$ cat config.mk
export PLATFORM = sky130hd
export DESIGN_NAME = csmul_array
export DESIGN_NICKNAME = d
export VERILOG_FILES = /design/src/rtl/csmul_pkg.sv /design/src/rtl/csmul_pp_gen.sv /design/src/rtl/csmul_col_count.sv /design/src/rtl/csmul_word_merge.sv /design/src/rtl/csmul_array.sv
export SDC_FILE = /design/constraint.sdc
export NUM_CORES = 1
export LEC_CHECK = 0
export ABC_AREA = 1
export CAP_MARGIN = 20
export CORE_MARGIN = 4
export CORE_UTILIZATION = 30
export DETAILED_ROUTE_END_ITERATION = 10
export DONT_BUFFER_PORTS = 1
export PLACE_DENSITY = 0.43
export SLEW_MARGIN = 20
export SYNTH_ARGS = -nofsm -noshare
export SYNTH_HDL_FRONTEND = slang
export SYNTH_SLANG_ARGS = --single-unit
$ cat constraint.sdc
create_clock -name vclk -period 6.45
set_input_delay 0.9675 -clock vclk [all_inputs]
set_output_delay 0.9675 -clock vclk [all_outputs]
set_load 0.01 [all_outputs]
$ cat src/rtl/csmul_pkg.sv
package csmul_pkg;

    localparam int unsigned OPA_W = 6;
    localparam int unsigned OPB_W = 6;

    // Number of partial-product bits of the lower rows that land in a column.
    function automatic int unsigned col_height(input int unsigned col,
                                               input int unsigned rows,
                                               input int unsigned cols);
        int unsigned h;
        h = 0;
        for (int unsigned r = 0; r < rows; r++) begin
            if (col >= r && (col - r) < cols) h++;
        end
        return h;
    endfunction

    // Largest value the first word can take: (2^(na-1)-1) * (2^nb-1).
    function automatic longint unsigned p_ceiling(input int unsigned na,
                                                  input int unsigned nb);
        return ((64'd1 << (na - 1)) - 64'd1) * ((64'd1 << nb) - 64'd1);
    endfunction

endpackage

$ cat src/rtl/csmul_pp_gen.sv
module csmul_pp_gen #(
    parameter int unsigned NA = 6,
    parameter int unsigned NB = 6
) (
    input  logic [NA-1:0]         a,
    input  logic [NB-1:0]         b,
    output logic [NA-1:0][NB-1:0] pp
);

    // Non-recoded AND array: row r, bit j has weight r + j.
    for (genvar r = 0; r < NA; r++) begin : g_row
        for (genvar j = 0; j < NB; j++) begin : g_bit
            assign pp[r][j] = a[r] & b[j];
        end
    end

endmodule

$ cat src/rtl/csmul_col_count.sv
module csmul_col_count #(
    parameter int unsigned H  = 5,
    parameter int unsigned CW = 3
) (
    input  logic [H-1:0]  bits,
    output logic [CW-1:0] cnt
);

    always_comb begin
        cnt = '0;
        for (int i = 0; i < int'(H); i++) begin
            cnt = cnt + CW'(bits[i]);
        end
    end

endmodule

$ cat src/rtl/csmul_word_merge.sv
module csmul_word_merge
    import csmul_pkg::*;
#(
    parameter int unsigned NA = 6,
    parameter int unsigned NB = 6,
    localparam int unsigned NCOL = (NA - 1) + NB - 1,
    localparam int unsigned CW   = $clog2(NA),
    localparam int unsigned PW   = NA + NB - 1
) (
    input  logic [NCOL-1:0][CW-1:0] col_cnt,
    input  logic [NB-1:0]           top_row,
    output logic [PW-1:0]           p,
    output logic [NB-1:0]           q
);

    localparam longint unsigned PMAX = p_ceiling(NA, NB);

    // Weighted merge of the column counts into the first word.
    always_comb begin
        p = '0;
        for (int k = 0; k < int'(NCOL); k++) begin
            p = p + (PW'(col_cnt[k]) << k);
        end
    end

    // The top row has weight NA-1, matching the second word's offset.
    assign q = top_row;

    always_comb begin
        p_no_overflow_r5: assert (64'(p) <= PMAX)
            else $error("first word %0d above ceiling %0d", p, PMAX);
    end

endmodule

$ cat src/rtl/csmul_array.sv
module csmul_array
    import csmul_pkg::*;
#(
    parameter int unsigned NA = OPA_W,
    parameter int unsigned NB = OPB_W,
    localparam int unsigned PW = NA + NB - 1,
    localparam int unsigned QO = NA - 1
) (
    input  logic [NA-1:0]   a,
    input  logic [NB-1:0]   b,
    output logic [PW-1:0]   p,
    output logic [PW-1:QO]  q
);

    localparam int unsigned ROWS_LO = NA - 1;
    localparam int unsigned NCOL    = ROWS_LO + NB - 1;
    localparam int unsigned CW      = $clog2(NA);
    localparam int unsigned XW      = PW + 1;

    logic [NA-1:0][NB-1:0]       pp;
    logic [NCOL-1:0][ROWS_LO-1:0] col_bits;
    logic [NCOL-1:0][CW-1:0]      col_cnt;
    logic [NB-1:0]               q_word;

    csmul_pp_gen #(.NA(NA), .NB(NB)) u_pp (
        .a  (a),
        .b  (b),
        .pp (pp)
    );

    // Gather each column of the lower rows; absent positions are tied low.
    for (genvar k = 0; k < NCOL; k++) begin : g_col
        for (genvar r = 0; r < ROWS_LO; r++) begin : g_slot
            if ((k >= r) && ((k - r) < NB)) begin : g_live
                assign col_bits[k][r] = pp[r][k-r];
            end else begin : g_dead
                assign col_bits[k][r] = 1'b0;
            end
        end
        csmul_col_count #(.H(ROWS_LO), .CW(CW)) u_cnt (
            .bits (col_bits[k]),
            .cnt  (col_cnt[k])
        );
    end

    csmul_word_merge #(.NA(NA), .NB(NB)) u_merge (
        .col_cnt (col_cnt),
        .top_row (pp[NA-1]),
        .p       (p),
        .q       (q_word)
    );

    assign q = q_word;

    always_comb begin
        p_split_r1: assert ((XW'(p) + (XW'(q) << QO)) == (XW'(a) * XW'(b)))
            else $error("carry-save pair does not sum to product");
        if (!a[NA-1]) begin
            p_qzero_r2: assert (q == '0)
                else $error("second word nonzero with top operand bit clear");
        end
        if ((a == '0) || (b == '0)) begin
            p_zero_r4: assert ((p == '0) && (q == '0))
                else $error("zero operand gave nonzero result");
        end
    end

endmodule

### Word level (Yosys, flattened, before mapping)

Cells that the tools add are included.

| storage, ports and cells | value |
|---|---|
| flip-flop bits (word level) | 0 |
| input bits | 12 |
| output and inout port bits | 17 |
| word-level logic and storage cells | 65 |

| operators by class | value |
|---|---|
| bitwise gates (word level) | 36 |
| add/subtract/negate cells | 29 |

Operators by type and width:

| kind | count |
|---|---|
| adder 3 x 1 -> 3 bit | 12 |
| AND 1 bit | 36 |
| adder 11 x 10 -> 11 bit | 3 |
| adder 1 x 1 -> 2 bit | 8 |
| adder 11 x 5 -> 11 bit | 1 |
| adder 11 x 6 -> 11 bit | 1 |
| adder 11 x 7 -> 11 bit | 1 |
| adder 11 x 8 -> 11 bit | 1 |
| adder 11 x 9 -> 11 bit | 1 |
| adder 1 x 3 -> 4 bit | 1 |

### Longest topological paths before layout

| depth | value |
|---|---|
| word-level depth | 11 |
| depth in mapped cells | 17 |
| mapped depth without buffers | 17 |

### Hierarchy

Synthesis repeated with hierarchy kept, for this count alone.

| unflattened totals | value |
|---|---|
| cells, all modules | 247 |
| area, all modules | 1641.6 µm² |

Modules (own cells, without submodules):

| module | cells an instance | times used | sequential area each (µm²) | area an instance (µm²) |
|---|---|---|---|---|
| csmul_col_count | 8 | 10 | 0.0 | 71.3 |
| csmul_word_merge | 94 | 1 | 0.0 | 654.4 |
| csmul_pp_gen | 72 | 1 | 0.0 | 270.3 |
| csmul_array | 1 | 1 | 0.0 | 3.8 |

### Worst setup path after synthesis

OpenSTA, ideal clock, no wires.

| timing | value |
|---|---|
| path type | input -> output |
| start point | input b[4] |
| end point | output p[8] |
| stages on the path | 15 |
| data required time | 5.483 ns |
| data arrival time | 3.904 ns |
| setup slack | 1.578 ns |
| buffers on the path | 0 |
| cell sequence | nand2_1 -> inv_1 -> ha_1 -> fa_1 -> ha_1 -> fa_1 -> inv_1 -> fa_1 -> inv_1 -> ha_1 -> or2_4 -> nand3b_1 -> nand2_1 -> nand2_1 -> nand2_1 |

| between the ends | value |
|---|---|
| word-level cells in the longest chain between the ends | 11 |
| elaborated cells between the ends (all ways) | 25 |
| classes of those cells | add/sub: 20; bitwise: 5 |

RTL lines:

| element | line | source |
|---|---|---|
| from (decl) | csmul_array.sv:10 | `input logic [NB-1:0] b,` |
| AND 1 bit | csmul_pp_gen.sv:13 | `assign pp[r][j] = a[r] & b[j];` |
| adder 1 x 1 -> 2 bit | csmul_col_count.sv:12 | `cnt = cnt + CW'(bits[i]);` |
| adder 3 x 1 -> 3 bit (3 in a row) | csmul_col_count.sv:12 |  |
| adder 11 x 7 -> 11 bit | csmul_word_merge.sv:22 | `p = p + (PW'(col_cnt[k]) << k);` |
| adder 11 x 8 -> 11 bit | csmul_word_merge.sv:22 |  |
| adder 11 x 9 -> 11 bit | csmul_word_merge.sv:22 |  |
| adder 11 x 10 -> 11 bit | csmul_word_merge.sv:22 |  |
| adder 11 x 10 -> 11 bit (*) (2 in a row) | csmul_word_merge.sv:22 |  |
| to (decl) | csmul_array.sv:11 | `output logic [PW-1:0] p,` |

Mark *: on every way between the ends. The rest lies on a longest branch, timed or not.

### Worst setup path after layout

Same ends and word-level chain as after synthesis.

==> run_results.csv <==
group,metric,value,unit
timing,rsz0062_at_grt,"no",
grt,grt-ovfl-total,0,
pwr,power.total,0.154,mW
setup_path,cp-start-kind,"input pin",
pwr,p_seq_frac,0,
pwr,power_density,121,nW/µm²
clock_tree,cts_resized,0,
die,fp-row-count,22,
cells_and_area,final_layout_size_suffix_gt1_frac,0.0323,
drt,dr.pass1.iters,4,
pwr,p_clk_frac,0,
cells_and_area,layout_common_cells,"inv_1, nand2_1, ha_1",
cells_and_area,nFillCells,423,
timing,drv_slew,0,
flow_run,maxCapViolCount,0,
die,io_pins,29,
grt,grt_pass1_vias,976,
setup_path,path_max_fanout,6,
timing,fin_crit,4.98,ns
cells_and_area,n_clock_buffer,0,
yosys,syn_area,1210,µm²
placement,placed_cells,234,
cells_and_area,stdcell_count,234,
yosys,synth-seq-area-share,0,
setup_path,arrival,4.01,ns
drt,wirelength,2250,µm
outcome,status,"complete, no violations",
min_path,hp-class,"in -> out",
drt,via_per_inst,4.09,
placement,placed_area,1270,µm²
cells_and_area,ff_latch_area,0,µm²
grt,antenna_found_initial,0,
drt,vias,958,
cells_and_area,final_nets,240,
cells_and_area,final_common_cell,"inv_1",
setup_path,worst-setup-path-type,"in -> out",
pwr,p_int,0.0607,mW
timing,fin_ws,1.47,ns
cells_and_area,stdcell_area,1270,µm²
die,die-area,5120,µm²
clock_tree,cts_setup_buffers,0,
placement,gp_congestion,0.785,
yosys,synthDistinctLibCells,15,
placement,dpl.hpwl,2130,µm
yosys,synthCells,186,
setup_path,end_kind,"output port",
cells_and_area,seq_cells,0,
timing,tns,0,ns
timing,timing.final.crit_share,0.772,
yosys,synth_warnings,0,
pwr,switchingPower,0.0931,mW
timing,setup_viol,0,
drt,ant_nets,0,
placement,pre_cts_ws,1.43,ns
drt,route.detailed.drc,0,
die,die_x,71.5,µm
timing,hold_violations,0,
pwr,comb_power_share,1.000,
cells_and_area,antennaDiodeCount,0,
die,initial_utilization,0.321,
placement,port-buffer-count,0,
grt,grt_pass1_wl,3990,µm
die,die_h,71.5,µm
setup_path,cp.required,5.48,ns
drt,post_drt_wl_per_cell,9.62,µm
die,core,3770,µm²
timing,slew-limit-headroom,0.796,
pwr,vdd_drop_max,0.0347,mV
clock_tree,cts_hold_buf,0,
grt,grt_max_degree,7,
grt,grt_usage,0.0896,
cells_and_area,area_delta_synth_final,4.96,%
timing,clock.fmax,201,MHz
timing,tightest_slew,0.304,ns
yosys,synth.net_count,238,
pwr,p_leak,0.964,nW
yosys,avgSynthCellArea,6.51,µm²
drt,drt_iter0_drc,12,
pwr,switching_share,0.605,
[layer usage]
metal,track usage,share of wire
met3,0.00701,0.031
met1,0.117,0.49
met4,0,0
met5,0,0
met2,0.169,0.48
[layout make-up]
| class | count | area [µm²] | share of cell area |
|---|---|---|---|
| Multi-Input combinational cell | 114 | 941 | 0.740 |
| Inverter | 72 | 270 | 0.213 |
| Tap cell | 48 | 60.1 | 0.0472 |
[cell usage after synthesis]
library cell	n	area, µm²
a21oi_1	2	10.0
clkinv_1	1	3.75
fa_1	15	300
ha_1	25	313
inv_1	71	267
nand2_1	55	206
nand2_2	3	18.8
nand3_1	4	20.0
nand3_2	1	10.0
nand3b_1	1	7.51
nor2_1	2	7.51
nor2_2	1	6.26
or2_1	1	6.26
or2_4	1	8.76
xnor2_1	3	26.3
[per-stage QoR]
stage,hold slack (ns),util
final,2.03,0.337
after CTS,2.03,0.337
after global placement,2.03,0.337
after detailed placement,2.03,0.337
after global routing,2.04,0.337
after floorplan,2.02,-
[worst max-delay path, stage by stage]
cell and delay, ns:
nand2_1 0.05, inv_1 0.04, ha_1 0.30, fa_1 0.48
ha_1 0.22, fa_1 0.48, inv_1 0.05, fa_1 0.49
inv_1 0.04, ha_1 0.32, or2_4 0.25, nand3b_1 0.11
nand2_1 0.06, nand2_1 0.05, nand2_1 0.09
[final timing paths]
kind  from   end  slack, ns  cells after the start
min   b[4]  q[9]       2.03                      2
max   b[4]  p[8]       1.47                     15
[logic make-up after synthesis]
group / Yosys count / synth area share
adders and majority gates: 40 / 0.506
AOI/OAI and AO/OA: 2 / 0.00826
xor gates and xnor gates: 3 / 0.0217
and+or+nand+nor: 69 / 0.241
buffers and inverters: 72 / 0.223
[power by group through the flow]
stage | Combinational [mW] | Clock [mW] | Sequential, mW
2_1_floorplan | 0.133 | 0 | 0
3_3_place_gp | 0.158 | 0 | 0
3_5_place_dp | 0.159 | 0 | 0
4_1_cts | 0.160 | 0 | 0
5_1_grt | 0.180 | 0 | 0
6_report | 0.154 | 0 | 0
Note: power is estimated with default switching activity, not from simulation.
